<file path="src/rtl/usb_inbuf_pkg.sv">
package usb_inbuf_pkg;
  localparam int NUM_BANKS = 2;

  // Bank that follows `cur`; single-bank mode always stays on bank 0.
  function automatic logic step_bank(input logic cur, input logic dual);
    return dual ? ~cur : 1'b0;
  endfunction

  // True while a bank holding `cnt` bytes can take one more.
  function automatic logic room_left(input int cnt, input int lim);
    return cnt < lim;
  endfunction
endpackage

</file>
<file path="src/rtl/usb_inbuf_store.sv">
module usb_inbuf_store #(
  parameter int MAX_PKT = 64,
  parameter int AW = $clog2(MAX_PKT),
  parameter int CW = $clog2(MAX_PKT + 1)
) (
  input  logic          clk,
  input  logic          wr_fire,
  input  logic          wr_bank,
  input  logic [AW-1:0] wr_addr,
  input  logic [7:0]    wr_data,
  input  logic          commit_fire,
  input  logic          commit_bank,
  input  logic [CW-1:0] commit_len,
  input  logic          rd_bank,
  input  logic [AW-1:0] rd_addr,
  output logic [7:0]    rd_data,
  output logic [CW-1:0] rd_len
);
  import usb_inbuf_pkg::*;

  logic [7:0]    byte_q [NUM_BANKS];
  logic [CW-1:0] len_q  [NUM_BANKS];

  for (genvar b = 0; b < NUM_BANKS; b++) begin : g_bank
    logic [7:0]    mem [MAX_PKT];
    logic [CW-1:0] len;
    always_ff @(posedge clk) begin
      if (wr_fire && wr_bank == 1'(b)) mem[wr_addr] <= wr_data;
      if (commit_fire && commit_bank == 1'(b)) len <= commit_len;
    end
    assign byte_q[b] = mem[rd_addr];
    assign len_q[b]  = len;
  end

  assign rd_data = byte_q[rd_bank];
  assign rd_len  = len_q[rd_bank];
endmodule

</file>
<file path="src/rtl/usb_inbuf_ctrl.sv">
module usb_inbuf_ctrl #(
  parameter int MAX_PKT = 64,
  parameter int CW = $clog2(MAX_PKT + 1)
) (
  input  logic          clk,
  input  logic          rst_n,
  input  logic          dual,
  input  logic          wr_en,
  input  logic          commit,
  input  logic          rdy_ack,
  input  logic          in_req,
  input  logic          host_ack,
  input  logic          abort,
  input  logic [CW-1:0] bank_len,
  output logic          wr_fire,
  output logic          commit_fire,
  output logic [CW-1:0] wr_cnt,
  output logic          cpu_bank,
  output logic          host_bank,
  output logic [1:0]    bank_full,
  output logic          wr_allow,
  output logic          rdy,
  output logic          resp_data,
  output logic          resp_nak,
  output logic [CW-1:0] resp_len,
  output logic          resp_bank
);
  import usb_inbuf_pkg::*;

  logic          cpu_q, host_q, cpu_n, host_n;
  logic [1:0]    full_q, full_n;
  logic [CW-1:0] cnt_q, cnt_n;
  logic          allow_q, allow_n, rdy_q, rdy_n, free_q, free_n;
  logic          ack_fire, rdy_set;

  always_comb begin
    commit_fire = commit & ~full_q[cpu_q] & ~abort;
    wr_fire     = wr_en & allow_q & ~commit_fire & ~abort;
    ack_fire    = host_ack & full_q[host_q] & ~abort;

    full_n = full_q;
    if (ack_fire)    full_n[host_q] = 1'b0;
    if (commit_fire) full_n[cpu_q]  = 1'b1;
    if (abort)       full_n = '0;

    cpu_n  = abort ? 1'b0 : (commit_fire ? step_bank(cpu_q, dual) : cpu_q);
    host_n = abort ? 1'b0 : (ack_fire ? step_bank(host_q, dual) : host_q);
    cnt_n  = (abort | commit_fire) ? '0 : (wr_fire ? cnt_q + 1'b1 : cnt_q);

    free_n  = ~full_n[cpu_n];
    allow_n = free_n & room_left(int'(cnt_n), MAX_PKT);
    rdy_set = abort | (commit_fire & free_n) | (free_n & ~free_q);
    rdy_n   = rdy_set ? 1'b1 : (rdy_ack ? 1'b0 : rdy_q);
  end

  always_ff @(posedge clk) begin
    if (!rst_n) begin
      full_q    <= '0;
      cpu_q     <= 1'b0;
      host_q    <= 1'b0;
      cnt_q     <= '0;
      allow_q   <= 1'b1;
      rdy_q     <= 1'b1;
      free_q    <= 1'b1;
      resp_data <= 1'b0;
      resp_nak  <= 1'b0;
      resp_len  <= '0;
      resp_bank <= 1'b0;
    end else begin
      full_q    <= full_n;
      cpu_q     <= cpu_n;
      host_q    <= host_n;
      cnt_q     <= cnt_n;
      allow_q   <= allow_n;
      rdy_q     <= rdy_n;
      free_q    <= free_n;
      resp_data <= in_req & ~abort & full_q[host_q];
      resp_nak  <= in_req & ~abort & ~full_q[host_q];
      if (in_req) begin
        resp_len  <= bank_len;
        resp_bank <= host_q;
      end
    end
  end

  assign wr_cnt    = cnt_q;
  assign cpu_bank  = cpu_q;
  assign host_bank = host_q;
  assign bank_full = full_q;
  assign wr_allow  = allow_q;
  assign rdy       = rdy_q;

  AST_FULL_BLOCKS_WRITE: assert property (@(posedge clk) disable iff (!rst_n)
    wr_fire && cnt_q == CW'(MAX_PKT - 1) |=> !allow_q);
  AST_COMMIT_MARKS_VALID: assert property (@(posedge clk) disable iff (!rst_n)
    commit_fire && !host_ack |=> full_q[$past(cpu_q)]);
  AST_NAK_NO_BANK: assert property (@(posedge clk) disable iff (!rst_n)
    in_req && !abort && full_q == 2'b00 |=> resp_nak && !resp_data);
  AST_DUAL_REARM: assert property (@(posedge clk) disable iff (!rst_n)
    dual && commit_fire && !full_q[!cpu_q] |=> rdy_q && allow_q);
  AST_ABORT_CLEAN: assert property (@(posedge clk) disable iff (!rst_n)
    abort |=> rdy_q && full_q == 2'b00 && !cpu_q && !host_q);
  AST_SINGLE_BANK0: assert property (@(posedge clk) disable iff (!rst_n)
    !dual && commit_fire |=> !cpu_q);
  AST_BOTH_FULL_LOCK: assert property (@(posedge clk) disable iff (!rst_n)
    full_q == 2'b11 |-> !commit_fire && !wr_fire);
endmodule

</file>
<file path="src/rtl/usb_in_pingpong.sv">
module usb_in_pingpong #(
  parameter int MAX_PKT = 64,
  localparam int AW = $clog2(MAX_PKT),
  localparam int CW = $clog2(MAX_PKT + 1)
) (
  input  logic          clk,
  input  logic          rst_n,
  input  logic          dual_mode,
  input  logic          cpu_wr_en,
  input  logic [7:0]    cpu_wr_data,
  output logic          cpu_wr_allow,
  input  logic          cpu_commit,
  output logic          cpu_rdy,
  input  logic          cpu_rdy_ack,
  input  logic          cpu_rdy_ie,
  output logic          ep_irq,
  input  logic          host_in_req,
  input  logic          host_ack,
  input  logic          host_abort,
  output logic          host_resp_data,
  output logic          host_resp_nak,
  output logic [CW-1:0] host_resp_len,
  output logic          host_resp_bank,
  input  logic [AW-1:0] host_rd_addr,
  output logic [7:0]    host_rd_data,
  output logic [1:0]    bank_valid
);
  logic          wr_fire, commit_fire, cpu_bank, host_bank;
  logic [CW-1:0] wr_cnt, bank_len;

  usb_inbuf_ctrl #(.MAX_PKT(MAX_PKT), .CW(CW)) u_ctrl (
    .clk(clk), .rst_n(rst_n), .dual(dual_mode),
    .wr_en(cpu_wr_en), .commit(cpu_commit), .rdy_ack(cpu_rdy_ack),
    .in_req(host_in_req), .host_ack(host_ack), .abort(host_abort),
    .bank_len(bank_len), .wr_fire(wr_fire), .commit_fire(commit_fire),
    .wr_cnt(wr_cnt), .cpu_bank(cpu_bank), .host_bank(host_bank),
    .bank_full(bank_valid), .wr_allow(cpu_wr_allow), .rdy(cpu_rdy),
    .resp_data(host_resp_data), .resp_nak(host_resp_nak),
    .resp_len(host_resp_len), .resp_bank(host_resp_bank)
  );

  usb_inbuf_store #(.MAX_PKT(MAX_PKT), .AW(AW), .CW(CW)) u_store (
    .clk(clk), .wr_fire(wr_fire), .wr_bank(cpu_bank),
    .wr_addr(wr_cnt[AW-1:0]), .wr_data(cpu_wr_data),
    .commit_fire(commit_fire), .commit_bank(cpu_bank), .commit_len(wr_cnt),
    .rd_bank(host_bank), .rd_addr(host_rd_addr),
    .rd_data(host_rd_data), .rd_len(bank_len)
  );

  assign ep_irq = cpu_rdy & cpu_rdy_ie;
endmodule

</file>
<file path="config.mk">
export PLATFORM = sky130hd
export DESIGN_NAME = usb_in_pingpong
export DESIGN_NICKNAME = d
export VERILOG_FILES = /design/src/rtl/usb_inbuf_pkg.sv /design/src/rtl/usb_inbuf_store.sv /design/src/rtl/usb_inbuf_ctrl.sv /design/src/rtl/usb_in_pingpong.sv
export SDC_FILE = /design/constraint.sdc
export NUM_CORES = 1
export LEC_CHECK = 0
export ABC_AREA = 1
export BUFFER_PORTS_ARGS = -buffer_cell sky130_fd_sc_hd__buf_2
export CORE_MARGIN = 5
export CORE_UTILIZATION = 45
export DETAILED_ROUTE_END_ITERATION = 10
export PLACE_DENSITY = 0.59
export SYNTH_ARGS = -nofsm -noshare
export SYNTH_HDL_FRONTEND = slang
export SYNTH_SLANG_ARGS = --single-unit
</file>
<file path="constraint.sdc">
create_clock -name clk -period 1.9 [get_ports clk]
set_input_delay 0.19 -clock clk [delete_from_list [all_inputs] [get_ports clk]]
set_output_delay 0.19 -clock clk [all_outputs]
set_load 0.02 [all_outputs]
</file>
==> results of run 1 <==
[synthesized netlist by cell type (all sizes together)]
cell / n
nand3: 935
edfxtp: 1038
xor2: 1
clkbuf: 20
dfxtp: 24
o21ai: 13
a211oi: 1
nand2: 1290
o211ai: 1
a21oi: 13
and3: 1
nor2: 166
buf: 220
nor3: 15
o22ai: 1
inv: 28
ha: 1
[logic make-up (layout without fill, tap and decap cells)]
kind of cell	Yosys count	after routing	synth area share, %
AND/OR/NAND/NOR	2407	2407	23.44
XOR/XNOR	1	1	0.02007
flip-flops	1062	1062	72.50
other	0	2	0
AO/OA/AOI/OAI	29	29	0.3468
adder cells (fa/ha/maj)	1	1	0.02866
buffers and inverters	268	666	3.666
[per-layer routing]
layer / routed length (µm) / GRT usage (%) / share of wire [%] / vias to the layer above
met5: 11 / 0 / 0.0091 / -
met4: 3189 / 6.649 / 2.6 / 2
met3: 8419 / 3.368 / 6.9 / 189
met2: 58460 / 37.78 / 48 / 1039
met1: 51390 / 32.65 / 42 / 14570
li1: - / - / - / 13850
[layout make-up]
type / count / area share (%)
Inverter: 28 / 0.2472
Sequential cell: 1062 / 58.45
Antenna cell: 2 / 0.009242
Clock inverter: 67 / 1.215
Tap cell: 1276 / 2.948
Timing Repair Buffer: 437 / 9.180
Clock buffer: 134 / 5.418
Multi-Input combinational cell: 2438 / 22.53
[sequential cells by signal, indices dropped and copies added (netlist names), 2 cells and up]
signal and cells:
u_store.g_bank.mem 1024, u_store.g_bank.len 14, u_ctrl.resp_len 7, u_ctrl.wr_cnt 7, u_ctrl.bank_full 2
[worst reg2reg max path, cell delays in order, from the launching register on]
cell and delay, ps:
sky130_fd_sc_hd__dfxtp_1 360, sky130_fd_sc_hd__nand3_1 150, sky130_fd_sc_hd__inv_1 80, sky130_fd_sc_hd__nand2_1 120, sky130_fd_sc_hd__inv_4 130, sky130_fd_sc_hd__nand2_4 130, sky130_fd_sc_hd__buf_12 200, sky130_fd_sc_hd__nor2_1 140
sky130_fd_sc_hd__buf_4 200
[path summary, 6_finish.rpt]
path                                                              from                                endpoint  slack (ps)  depth (start not counted)
worst max-delay path            u_store.g_bank[0].mem[53][0]$_DFFE_PP_                         host_rd_data[0]        -420                         11
worst min-delay path                                    cpu_wr_data[3]  u_store.g_bank[1].mem[55][3]$_DFFE_PP_          30                          2
worst max register to register              u_ctrl.wr_allow$_SDFF_PN1_  u_store.g_bank[1].mem[58][6]$_DFFE_PP_          80                          8
worst min register to register         u_ctrl.resp_len[0]$_SDFFE_PN0P_         u_ctrl.resp_len[0]$_SDFFE_PN0P_         460                          2
[per-stage QoR]
step / TNS [ps] / setup slack [ps] / util (%) / power, mW
2_1_floorplan: -17260 / -36.37 / - / 27.94
3_3_place_gp: -4264 / -703.8 / 50.54 / 29.62
3_5_place_dp: -4165 / -688.3 / 50.54 / 29.65
4_1_cts: -3188 / -405.3 / 55.63 / 51.25
5_1_grt: -3831 / -501.2 / 56.16 / 52.75
6_report: -3181 / -416.1 / 56.16 / 51.10
[repair_timing]
| action | in CTS | in global routing |
|---|---|---|
| cloned | 1 | 0 |
| resized for setup | 273 | 110 |
| setup endpoints to repair | 10 | 387 |
| hold endpoints to repair | 95 | 0 |
| pin swaps | 93 | 46 |
| hold buffers | 16 | 0 |
[power groups by stage]
stage | clock (mW) | combinational [mW] | sequential, mW
after floorplan | 0 | 1.70 | 26.2
after global placement | 0 | 3.40 | 26.2
after detailed placement | 0 | 3.43 | 26.2
after CTS | 21.8 | 3.75 | 25.7
after global routing | 22.9 | 4.16 | 25.7
final | 21.5 | 3.89 | 25.7
==> impl_metrics.json, run 1 <==
{
  "critical_path_required_ps": 1710,
  "synth.net_count": 3793,
  "instances_no_fill": 5444,
  "synthCells": 3768,
  "avg_synthesized_cell_area_um2": 11.59,
  "clock_tree.buffer_depth": 3,
  "routed_wirelength_mm": 121.5,
  "number_of_global_route_vias_before_repair": 28790,
  "setup_failing_eps_final": 8,
  "cp_cell_sequence": "nand2_1, nand3_1, nand3_1, nand3_2, nand2_2, nand2_4, nand3_2, nand2_2, nand2_4, nand2_4, buf_6",
  "failed_checks": "negative setup slack",
  "antenna_found_initial": 3,
  "first_pass_iters": 6,
  "layout.area.seq_um2": 31650,
  "final_antenna_net_count": 0,
  "power_switching_share_pct": 22.61,
  "timing.final.crit_share_pct": 121.9,
  "dp_cells": 5227,
  "grt_setup_unrepaired": "yes",
  "maxCapViolations": 0,
  "worstMarginPinSlew_ps": 618.1,
  "leakagePower_nw": 19.61,
  "fin_nets": 4099,
  "fill_cells": 7969,
  "area.growth.synth_to_final_pct": 24.05,
  "relSlewSlack_pct": 58.79,
  "sequentialPowerShare_pct": 50.3,
  "most-common-layout-cells": "sky130_fd_sc_hd__nand2_1, sky130_fd_sc_hd__edfxtp_1, sky130_fd_sc_hd__nand3_1",
  "fp-row-count": 114,
  "core_um2": 96420,
  "layout.cells.most_common": "sky130_fd_sc_hd__nand2_1",
  "critPathSlowestCell": "sky130_fd_sc_hd__edfxtp_1",
  "placed_cell_area_um2": 48730,
  "synth.cell_area_um2": 43650,
  "final_layout_size_suffix_gt1_share_pct": 23.24,
  "grt.total_usage_pct": 23.12,
  "share_comb_of_total_power_pct": 7.6,
  "crit_path_frequent_cell": "sky130_fd_sc_hd__nand2_4",
  "drcViolationCount": 0,
  "clk_pin_slew_worst_paths_ps": 60,
  "initial_core_util_pct": 45.27,
  "total_congestion_overflow_after_global_routing": 0,
  "endpoint_kind": "output pin",
  "clkLatencyLatePin_ps": 680,
  "internal_power_mw": 39.55,
  "grt_start_max_net_pins": 87,
  "area_occupied_by_multi_input_gates_um2": 12200,
  "power.ir.vdd_worst_v": 0.0008283,
  "status": "complete, but fails checks",
  "drt-initial-drc-count": 3178,
  "synth_top_area_share_pct": 71.40,
  "timing.setup.critical_path_class": "register to output pin",
  "cts_htree_levels": 3,
  "finalHoldWorstSlack_ps": 29.62,
  "die-width_um": 321.5,
  "root_cell_of_the_clock_tree": "sky130_fd_sc_hd__clkbuf_16",
  "synth_top_cells_by_area": "sky130_fd_sc_hd__edfxtp_1, sky130_fd_sc_hd__nand2_1, sky130_fd_sc_hd__nand3_1",
  "net_switching_component_of_the_power_mw": 11.55,
  "max_clock_freq_mhz": 431.8,
  "maxSlewViolCount": 0,
  "via_count": 29660,
  "globalplace.congestion": 0.8808,
  "buffer_ports.inserted": 46,
  "synth.distinct_cells": 25,
  "worstPathArrival_ps": 2130,
  "critical_path.max_stage_delay_ps": 360,
  "via_per_inst": 5.447,
  "design.die.area_um2": 103300,
  "cp.buffers_inverters": 1,
  "cts_made_buffers": 107,
  "cellPowerDensity_nw_per_um2": 943.7,
  "hp_class": "primary input to register",
  "count_of_synthesis_stage_warnings_from_yosys": 0,
  "finClkSkew_ps": 18.80,
  "cts.sinks": 1062,
  "dp_hpwl_mm": 76.84,
  "synth-seq-cells": 1062,
  "post-route-min-period_ps": 2316,
  "routedWlPerCell_um": 22.31,
  "post-route-worst-setup-slack_ps": -416.1,
  "grt_first_pass_wirelength_mm": 182.4,
  "cp_top_family": "simple AND/OR/NAND/NOR gates",
  "synth.yosys.seq_area_share_pct": 72.50,
  "total_count_of_hold_check_failures_in_the_final_report": 0,
  "tritoncts": "yes",
  "setup.worst_path.start_class": "register",
  "floorplan.die.height_um": 321.5,
  "crit_fanout": 1,
  "clock_power_share_pct": 42.1,
  "boundaryPins": 47,
  "yosysTopAreaCell": "sky130_fd_sc_hd__edfxtp_1",
  "stdcell_area_um2": 54150,
  "postCtsSetupBuffers": 0
}
Power figures use the tool's default switching activity.
==> run 2: changes to the inputs <==
--- a/config.mk
+++ b/config.mk
@@ -7,10 +7,12 @@
 export LEC_CHECK = 0
 export ABC_AREA = 1
 export BUFFER_PORTS_ARGS = -buffer_cell sky130_fd_sc_hd__buf_2
+export CORE_ASPECT_RATIO = 0.9
 export CORE_MARGIN = 5
 export CORE_UTILIZATION = 45
 export DETAILED_ROUTE_END_ITERATION = 10
-export PLACE_DENSITY = 0.59
+export PLACE_DENSITY = 0.57
+export SKIP_LAST_GASP = 1
 export SYNTH_ARGS = -nofsm -noshare
 export SYNTH_HDL_FRONTEND = slang
 export SYNTH_SLANG_ARGS = --single-unit
==> constraint.sdc (replaced) <==
create_clock -name clk -period 2.95 [get_ports clk]
set_input_delay 0.295 -clock clk [delete_from_list [all_inputs] [get_ports clk]]
set_output_delay 0.295 -clock clk [all_outputs]
set_load 0.02 [all_outputs]
==> run 2 against run 1 <==
  * The run now ends clean
  * Sequential share of layout area up 5.3 points
  * Hold slack better by 41 ps
  * Clock skew rose by 2.8 ps
  * Sequential power down 35%
  * Register-to-register slack improved by 260 ps
  * Critical path type is now primary input to output pin
==> impl_metrics.json, run 2 (same netlist as run 1, synthesis figures left out) <==
{
  "status": "complete, no violations",
  "finClkSkew_ps": 21.58,
  "maxCapViolations": 0,
  "worst_setup_sp": "host_rd_addr[0]",
  "via_count": 28660,
  "buffer_ports.inserted": 46,
  "clock_tree.buffer_depth": 3,
  "setup.worst_path.start_class": "primary input",
  "drcViolationCount": 0,
  "stdcell_area_um2": 49650,
  "pre_cts_slack_ps": 116.7,
  "routed_wirelength_mm": 117.7,
  "design.die.area_um2": 103300,
  "initial_core_util_pct": 45.31,
  "capture_point_of_the_worst_path": "host_rd_data[4]",
  "critPathSlowestCell": "sky130_fd_sc_hd__buf_12",
  "clkLatencyLatePin_ps": 670,
  "endpoint_kind": "output pin",
  "worstRegToRegCells": 6,
  "power_switching_share_pct": 22.02,
  "fp-row-count": 108,
  "worstMarginPinSlew_ps": 1089,
  "clock_power_share_pct": 41.6,
  "layout.cells.most_common": "sky130_fd_sc_hd__nand2_1",
  "critical_path_required_ps": 2650,
  "net_switching_component_of_the_power_mw": 7.015,
  "total_count_of_hold_check_failures_in_the_final_report": 0,
  "cts_htree_levels": 3,
  "tritoncts": "yes",
  "grt_first_pass_wirelength_mm": 176.6,
  "routedWlPerCell_um": 22.44,
  "critical_path.max_stage_delay_ps": 260,
  "postCtsSetupBuffers": 0,
  "hp_class": "primary input to register",
  "root_cell_of_the_clock_tree": "sky130_fd_sc_hd__clkbuf_16",
  "cp_cell_sequence": "buf_8, inv_16, buf_12, buf_4, nand2_1, nand3_1, nand3_1, nand3_1, nand2_1, nand2_1, nand3_1, nand2_1, nand2_1, nand2_1, buf_2",
  "placed_cell_area_um2": 46160,
  "final_util_pct": 51.53,
  "grt_start_max_net_pins": 82,
  "cts.sinks": 1062,
  "post-route-min-period_ps": 2903,
  "most-common-layout-cells": "sky130_fd_sc_hd__nand2_1, sky130_fd_sc_hd__edfxtp_1, sky130_fd_sc_hd__nand3_1",
  "core_um2": 96350,
  "reg2reg_setup_slack_ps": 340,
  "first_pass_iters": 5,
  "via_per_inst": 5.467,
  "final_antenna_net_count": 0,
  "number_of_global_route_vias_before_repair": 27310,
  "grt.total_usage_pct": 22.42,
  "design_power_total_mw": 31.85,
  "area.growth.synth_to_final_pct": 13.73,
  "largest-register": "u_store.g_bank.mem",
  "power.ir.vdd_worst_v": 0.0006252,
  "final_layout_size_suffix_gt1_share_pct": 10.31,
  "timing.final.crit_share_pct": 98.40,
  "antenna_found_initial": 2,
  "floorplan.die.height_um": 305.5,
  "total_congestion_overflow_after_global_routing": 0,
  "post-route-worst-setup-slack_ps": 47.30,
  "grt_setup_unrepaired": "yes",
  "globalplace.congestion": 0.8101,
  "finalHoldWorstSlack_ps": 70.84,
  "cellPowerDensity_nw_per_um2": 641.6,
  "boundaryPins": 47,
  "die-width_um": 338.3,
  "maxSlewViolCount": 0,
  "internal_power_mw": 24.84,
  "worstPathArrival_ps": 2610,
  "worst_hold_depth": 5,
  "cts_made_buffers": 105,
  "leakagePower_nw": 17.76,
  "sequentialPowerShare_pct": 52.0,
  "timing.setup.critical_path_class": "primary input to output pin",
  "dp_hpwl_mm": 71.52,
  "largest_registers_ranked_by_flip_flop_count": "u_store.g_bank.mem (1024), u_store.g_bank.len (14)",
  "clk_pin_slew_worst_paths_ps": 60,
  "setup_failing_eps_final": 0,
  "drt-initial-drc-count": 2777,
  "regToRegStartpoint": "u_ctrl.wr_cnt[0]$_SDFFE_PP0N_",
  "max_clock_freq_mhz": 344.5,
  "crit_path_frequent_cell": "sky130_fd_sc_hd__nand2_1",
  "share_comb_of_total_power_pct": 6.4,
  "fin_nets": 3914,
  "crit_fanout": 39,
  "rr_endpoint": "u_store.g_bank[1].mem[33][5]$_DFFE_PP_",
  "relSlewSlack_pct": 27.12,
  "largest_register_ffs": 1024
}
run 2: changes by cell type in the layout (fill, tap and decap cells not counted), moves of 9 or more:
cell / previous run / this run
sky130_fd_sc_hd__buf_6: 12 / 1
sky130_fd_sc_hd__nand3_4: 21 / 0
sky130_fd_sc_hd__nor2_2: 61 / 0
sky130_fd_sc_hd__buf_12: 129 / 47
sky130_fd_sc_hd__nor2_1: 104 / 166
sky130_fd_sc_hd__buf_4: 249 / 160
sky130_fd_sc_hd__nand2_1: 1191 / 1286
sky130_fd_sc_hd__nand3_2: 188 / 1
sky130_fd_sc_hd__nand2_2: 70 / 4
sky130_fd_sc_hd__nand3_1: 726 / 934
sky130_fd_sc_hd__clkbuf_1: 16 / 25
sky130_fd_sc_hd__nand2_4: 28 / 0
run 2: layer usage:
metal / up-vias / global-route usage, % / wire, µm
met4: 0 / 5.620 / 2710
met1: 13980 / 33.93 / 53590
li1: 13480 / - / -
met5: - / 0 / 0
met2: 1056 / 33.15 / 51210
met3: 147 / 5.061 / 10170
run 2: power groups by stage:
stage / Combinational [mW] / Clock (mW) / Sequential (mW)
3_3_place_gp: 2.01 / 0 / 16.9
4_1_cts: 2.03 / 13.5 / 16.6
2_1_floorplan: 1.09 / 0 / 16.9
5_1_grt: 2.22 / 14.1 / 16.6
3_5_place_dp: 2.02 / 0 / 16.9
6_report: 2.04 / 13.2 / 16.6
run 2: area by class of cell:
type,count,area (µm²)
inverter,28,131.4
sequential,1062,31650
clock inverter,57,546.8
tap,1265,1583
fill,8352,46700
multi-input combinational,2438,10440
clock buffer,137,2840
antenna,2,5.005
timing repair buffer,254,2449
run 2: how the worst min path moves through the flow:
stage	start	to
3_5_place_dp	u_ctrl.resp_len[4]$_SDFFE_PN0P_	u_ctrl.resp_len[4]$_SDFFE_PN0P_
2_1_floorplan	rst_n	u_ctrl.free_q$_SDFF_PN1_
6_report	host_ack	u_ctrl.host_bank$_SDFFE_PP0N_
4_1_cts	host_ack	u_ctrl.host_bank$_SDFFE_PP0N_
3_3_place_gp	u_ctrl.resp_len[1]$_SDFFE_PN0P_	u_ctrl.resp_len[1]$_SDFFE_PN0P_
5_1_grt	cpu_wr_data[1]	u_store.g_bank[0].mem[18][1]$_DFFE_PP_
run 2: through the flow:
stage               TNS (ps)  instances
floorplan                  0       3768
global placement           0       5038
detailed placement         0       5038
CTS                        0       5241
global route          -12.41       5241
finish                     0       5243
run 2: worst max-delay path, delay by kind of cell:
kind,cells,cell delay (ps)
simple gates,10,1180
buf+inv,5,1050
run 2: timing repair:
item / 4_1_cts / 5_1_grt
hold endpoints to repair: 25 / 0
resized for setup: 0 / 3
setup endpoints to repair: 0 / 3
hold buffers: 9 / 0
